[src/rtl/icseq_pkg.sv]
package icseq_pkg;
    typedef enum logic [2:0] {
        PH_FETCH   = 3'd0,
        PH_EXEC    = 3'd1,
        PH_ICHK    = 3'd2,
        PH_SAVE    = 3'd3,
        PH_VECTOR  = 3'd4,
        PH_RESTORE = 3'd5
    } phase_t;
endpackage

[src/rtl/icseq_ctrl.sv]
module icseq_ctrl
    import icseq_pkg::*;
(
    input  logic   clk,
    input  logic   rst,
    input  logic   mem_ack,
    input  logic   ex_done,
    input  logic   ex_jump,
    input  logic   ex_reti,
    input  logic   irq,
    input  logic   masked,
    output phase_t phase,
    output logic   mem_req,
    output logic   load_ir,
    output logic   jump_en,
    output logic   save_en,
    output logic   vec_en,
    output logic   rest_en
);
    phase_t nxt;
    logic   reti_taken;

    assign reti_taken = ex_reti && masked;

    always_ff @(posedge clk) begin
        if (rst) phase <= PH_FETCH;
        else     phase <= nxt;
    end

    always_comb begin
        nxt = phase;
        unique case (phase)
            PH_FETCH:   if (mem_ack) nxt = PH_EXEC;
            PH_EXEC:    if (ex_done) nxt = reti_taken ? PH_RESTORE : PH_ICHK;
            PH_ICHK:    nxt = (irq && !masked) ? PH_SAVE : PH_FETCH;
            PH_SAVE:    nxt = PH_VECTOR;
            PH_VECTOR:  nxt = PH_FETCH;
            PH_RESTORE: nxt = PH_FETCH;
            default:    nxt = PH_FETCH;
        endcase
    end

    always_comb begin
        mem_req = (phase == PH_FETCH);
        load_ir = (phase == PH_FETCH) && mem_ack;
        jump_en = (phase == PH_EXEC) && ex_done && ex_jump && !reti_taken;
        save_en = (phase == PH_SAVE);
        vec_en  = (phase == PH_VECTOR);
        rest_en = (phase == PH_RESTORE);
    end

    // fetch waits for acknowledge
    a_r2_fetch_holds: assert property (@(posedge clk) disable iff (rst)
        (phase == PH_FETCH && !mem_ack) |=> (phase == PH_FETCH));

    // no pending or masked request returns to fetch
    a_r5_ichk_to_fetch: assert property (@(posedge clk) disable iff (rst)
        (phase == PH_ICHK && (!irq || masked)) |=> (phase == PH_FETCH));

    // save is followed by vector with the mask now set
    a_r6_save_then_vector: assert property (@(posedge clk) disable iff (rst)
        (phase == PH_SAVE) |=> (phase == PH_VECTOR && masked));

    // a taken return skips the interrupt check
    a_r7_reti_to_restore: assert property (@(posedge clk) disable iff (rst)
        (phase == PH_EXEC && ex_done && ex_reti && masked) |=> (phase == PH_RESTORE));

    // port strobes never overlap
    a_r9_strobes_exclusive: assert property (@(posedge clk) disable iff (rst)
        $onehot0({mem_req, save_en, rest_en}));
endmodule

[src/rtl/icseq_regs.sv]
module icseq_regs #(
    parameter int AW           = 12,
    parameter int DW           = 16,
    parameter int HANDLER_ADDR = 'h100
) (
    input  logic          clk,
    input  logic          rst,
    input  logic          load_ir,
    input  logic          jump_en,
    input  logic          save_en,
    input  logic          vec_en,
    input  logic          rest_en,
    input  logic [DW-1:0] mem_rdata,
    input  logic [AW-1:0] ex_target,
    output logic [AW-1:0] pc,
    output logic [DW-1:0] ir,
    output logic          masked
);
    localparam logic [AW-1:0] VEC = AW'(HANDLER_ADDR);

    logic [AW-1:0] shadow;

    always_ff @(posedge clk) begin
        if (rst) begin
            pc     <= '0;
            ir     <= '0;
            shadow <= '0;
            masked <= 1'b0;
        end else begin
            if (load_ir) begin
                ir <= mem_rdata;
                pc <= pc + 1'b1;
            end
            if (jump_en) pc <= ex_target;
            if (save_en) begin
                shadow <= pc;
                masked <= 1'b1;
            end
            if (vec_en) pc <= VEC;
            if (rest_en) begin
                pc     <= shadow;
                masked <= 1'b0;
            end
        end
    end

    // fetch completion captures data and increments
    a_r3_capture_incr: assert property (@(posedge clk) disable iff (rst)
        load_ir |=> (pc == $past(pc) + 1'b1 && ir == $past(mem_rdata)));

    // jump loads the supplied target
    a_r4_jump_target: assert property (@(posedge clk) disable iff (rst)
        jump_en |=> (pc == $past(ex_target)));

    // vectoring lands on the handler address
    a_r6_vector_addr: assert property (@(posedge clk) disable iff (rst)
        vec_en |=> (pc == VEC));

    // restore brings back the saved counter and unmasks
    a_r7_restore_pc: assert property (@(posedge clk) disable iff (rst)
        rest_en |=> (pc == $past(shadow) && !masked));
endmodule

[src/rtl/icseq_top.sv]
module icseq_top
    import icseq_pkg::*;
#(
    parameter int AW           = 12,
    parameter int DW           = 16,
    parameter int HANDLER_ADDR = 'h100
) (
    input  logic          clk,
    input  logic          rst,
    output logic          mem_req,
    output logic [AW-1:0] mem_addr,
    input  logic          mem_ack,
    input  logic [DW-1:0] mem_rdata,
    input  logic          ex_done,
    input  logic          ex_jump,
    input  logic [AW-1:0] ex_target,
    input  logic          ex_reti,
    input  logic          irq,
    output logic [DW-1:0] ir_o,
    output logic [AW-1:0] pc_o,
    output logic [2:0]    phase_o,
    output logic          save_ctx,
    output logic          restore_ctx,
    output logic          irq_masked
);
    phase_t        phase;
    logic          load_ir, jump_en, save_en, vec_en, rest_en;
    logic [AW-1:0] pc;

    icseq_ctrl u_ctrl (
        .clk     (clk),
        .rst     (rst),
        .mem_ack (mem_ack),
        .ex_done (ex_done),
        .ex_jump (ex_jump),
        .ex_reti (ex_reti),
        .irq     (irq),
        .masked  (irq_masked),
        .phase   (phase),
        .mem_req (mem_req),
        .load_ir (load_ir),
        .jump_en (jump_en),
        .save_en (save_en),
        .vec_en  (vec_en),
        .rest_en (rest_en)
    );

    icseq_regs #(
        .AW           (AW),
        .DW           (DW),
        .HANDLER_ADDR (HANDLER_ADDR)
    ) u_regs (
        .clk       (clk),
        .rst       (rst),
        .load_ir   (load_ir),
        .jump_en   (jump_en),
        .save_en   (save_en),
        .vec_en    (vec_en),
        .rest_en   (rest_en),
        .mem_rdata (mem_rdata),
        .ex_target (ex_target),
        .pc        (pc),
        .ir        (ir_o),
        .masked    (irq_masked)
    );

    assign mem_addr    = pc;
    assign pc_o        = pc;
    assign phase_o     = phase;
    assign save_ctx    = save_en;
    assign restore_ctx = rest_en;
endmodule

[config.mk]
export PLATFORM = sky130hd
export DESIGN_NAME = icseq_top
export DESIGN_NICKNAME = d
export VERILOG_FILES = /design/src/rtl/icseq_pkg.sv /design/src/rtl/icseq_ctrl.sv /design/src/rtl/icseq_regs.sv /design/src/rtl/icseq_top.sv
export SDC_FILE = /design/constraint.sdc
export NUM_CORES = 1
export LEC_CHECK = 0
export ABC_AREA = 1
export ABC_CLOCK_PERIOD_IN_PS = 2620
export BUFFER_PORTS_ARGS = -buffer_cell sky130_fd_sc_hd__buf_2
export CAP_MARGIN = 20
export CORE_MARGIN = 5
export CORE_UTILIZATION = 53
export DETAILED_ROUTE_END_ITERATION = 8
export GPL_ROUTABILITY_DRIVEN = 0
export PLACE_DENSITY = 0.95
export SYNTH_ARGS = -nofsm -noshare
export SYNTH_HDL_FRONTEND = slang
export SYNTH_SLANG_ARGS = --single-unit
[constraint.sdc]
create_clock -name clk -period 2.62 [get_ports clk]
set_input_delay 0.131 -clock clk [delete_from_list [all_inputs] [get_ports clk]]
set_output_delay 0.131 -clock clk [all_outputs]
set_load 0.01 [all_outputs]
==> flow_summary.toml <==
[setup_path]
path_max_fanout = 14
arrival_ns = 1.81
r2r_end = "u_regs.pc[1]"
regToRegSetupSlack_ns = 0.87
r2r-start = "u_ctrl.phase[0]"
worstSetupPathType = "flop to primary output"
start_kind = "flop"
rr_worst_depth = 7
required_ns = 2.49
critical_path.endpoint_type = "primary output"

[synthesis]
avgSynthCellArea_um2 = 7.18
synth_area_um2 = 2220
synth.net_count = 345
ys_ff_latch = 44
syn_inst = 309
seq_area_frac_synth_pct = 39.7
synth_cell_types = 29
synth_warnings = 0

[route]
drc_errors = 0
ant_nets = 0
num_vias = 2258
vias_per_cell = 5.31
drt-pass1-iter-count = 4
wirelength_mm = 5.60
drt_iter0_drc = 183
wire_per_inst_um = 13.2

[grt]
grt_max_degree = 41
grt.overflow.total = 0
antenna_found_initial = 0
grt_pass1_wl_mm = 8.96
first_global_vias = 2139
grt_usage_pct = 20.6

[sta]
skew_ns = 0.00779
post-route-period-util_pct = 73.9
rsz0062_at_grt = "false"
relSlewSlack_pct = 33.5
fin_hold_ws_ns = 0.0527
post-route-min-period_ns = 1.94
slew_viol_final = 0
finalHoldViolations = 0
fmax_mhz = 516
tightest_slew_ns = 0.997
fin_tns_setup_ns = 0
finalSetupViolCount = 0

[cts]
clk_pin_slew_ns = 0.08
worstSkewPairLatency_ns = 0.30
ctsRootBufferMaster = "clkbuf_8"
cts_tree = "built"
cts_setup_buffers = 0
post_cts_resized = 0
clock-sinks = 44
hold_buffers = 0
cts_made_buffers = 5
htreeDepth = 2
clk_path_buf_depth = 2

[hold_path]
hold_depth = 2
min_from = "rst"
hp-class = "input pin to flop"
min_to = "u_regs.pc[8]"

[final_layout]
diodes = 0
regArea_um2 = 881
area_delta_synth_final_pct = 18.4
multi_input_area_um2 = 1050
fin_nets = 410
final.fill_count = 362
drive_above_1_share_pct = 27.7

[run]
cap_viol_max_count = 0

[floorplan]
dieArea_um2 = 5580
num_io_pins = 82
die_h_um = 74.7
start_util_pct = 55.1
die_x_um = 74.7
row_count = 23
core_um2 = 4030

[placement]
hpwl_mm = 3.96
portBuffers = 81

[pwr]
power.density_nw_per_um2 = 703
power_leakage_nw = 1.30
vdd_ir_drop_max_v = 0.000488

[run_status]
status = "complete, no violations"
-- layer usage --
layer,track usage [%],wire length [µm],vias to the layer above
li1,-,-,1143
met1,23.3,2350,1003
met2,34.9,2630,104
met3,5.47,537,8
met4,11.9,82,0
met5,0,0,-
-- cell usage in the layout, fill, tap and decap left out --
master    instances
buf_4             3
buf_2            81
a22oi_1          10
a21oi_1          26
o21ai_0          36
inv_1            30
a21oi_2           2
or2_2             2
nand3_4           1
ha_1              1
clkbuf_8          6
xor2_1            2
nor2_4            2
a211oi_1          2
nand3_2           1
o21ai_2           1
clkbuf_1          2
nor3_1            2
nand4_1           2
nand2_2           3
o21ai_1          11
nor2_2            2
nor2_1           45
clkinv_1          1
o211ai_1          4
dfxtp_1          44
nand3_1          19
nand2_1          34
-- critical path, cell delays in order, from the launching register on --
cell and delay, ns:
dfxtp_1 0.45, inv_1 0.11, nor2_1 0.50, buf_4 0.30, buf_2 0.15
-- cell type report --
type / instances / area share [%]
flip-flops and latches: 44 / 33.5
well taps: 50 / 2.38
repair buffers: 84 / 16.3
clock buffers: 8 / 3.43
inverters: 31 / 4.43
multi-input cells: 208 / 40.0
-- worst max path at each step --
stage / slack, ns / to / startpoint / cells after the start
CTS: 0.69 / save_ctx / u_ctrl.phase[1] / 4
global placement: 0.95 / u_regs.pc[1] / u_ctrl.phase[0] / 7
global route: 0.53 / save_ctx / u_ctrl.phase[1] / 4
detailed placement: 0.90 / u_regs.pc[1] / u_ctrl.phase[0] / 7
finish: 0.68 / save_ctx / u_ctrl.phase[1] / 4
floorplan: 1.22 / u_regs.pc[10] / u_regs.pc[0] / 8
-- stage by stage --
stage / utilization [%] / worst slack, ns / cell area (µm²) / power, mW / cells
after floorplan: - / 1.22 / 2220 / 1.26 / 309
after global placement: 63.0 / 0.953 / 2540 / 1.40 / 417
final: 65.2 / 0.684 / 2630 / 1.85 / 425
after global routing: 65.2 / 0.534 / 2630 / 1.96 / 425
after detailed placement: 63.0 / 0.902 / 2540 / 1.42 / 417
after CTS: 65.2 / 0.690 / 2630 / 1.86 / 425
-- power by group --
group          total, mW  switching [mW]  leakage [nW]  internal, mW
logic              0.570           0.344         0.896         0.226
clock network      0.436           0.221        0.0455         0.215
registers          0.841          0.0843         0.361         0.757
total               1.85           0.649          1.30          1.20
-- synthesized netlist by cell type --
| cell | instances | area [µm²] |
|---|---|---|
| nand4_1 | 2 | 12.5 |
| nor3_1 | 2 | 10.0 |
| nor2_1 | 45 | 169 |
| clkinv_1 | 1 | 3.75 |
| a21oi_1 | 26 | 130 |
| dfxtp_1 | 44 | 881 |
| or2_2 | 2 | 12.5 |
| xor2_1 | 2 | 17.5 |
| inv_1 | 30 | 113 |
| o211ai_1 | 4 | 30.0 |
| a22oi_1 | 10 | 75.1 |
| nand3_2 | 1 | 10.0 |
| nand2_1 | 34 | 128 |
| o21ai_0 | 36 | 180 |
| buf_2 | 5 | 25.0 |
| o21ai_2 | 1 | 8.76 |
| a21oi_2 | 2 | 17.5 |
| nand3_4 | 1 | 17.5 |
| buf_6 | 3 | 33.8 |
| a211oi_1 | 2 | 15.0 |
| nand3_1 | 19 | 95.1 |
| nand2_2 | 3 | 18.8 |
| clkbuf_2 | 1 | 5.00 |
| nor2_2 | 2 | 12.5 |
| o21ai_1 | 11 | 55.1 |
| nor2_4 | 2 | 22.5 |
| clkbuf_1 | 5 | 18.8 |
| ha_1 | 1 | 12.5 |
| buf_4 | 12 | 90.1 |
-- sequential cells by signal, indices dropped and copies added, names as in the netlist --
signal / count
u_ctrl.phase: 3
u_regs.shadow: 12
u_regs.pc: 12
u_regs.masked: 1
u_regs.ir: 16
-- cell families after synthesis --
kind of cell    after synthesis  share of synthesized area (%)
xor+xnor                      2                          0.789
fa+ha+maj                     1                          0.564
compound gates               92                           23.1
flops                        44                           39.7
buf+inv                      57                           13.0
simple gates                113                           22.9
Note: power is estimated with default switching activity, not from simulation.
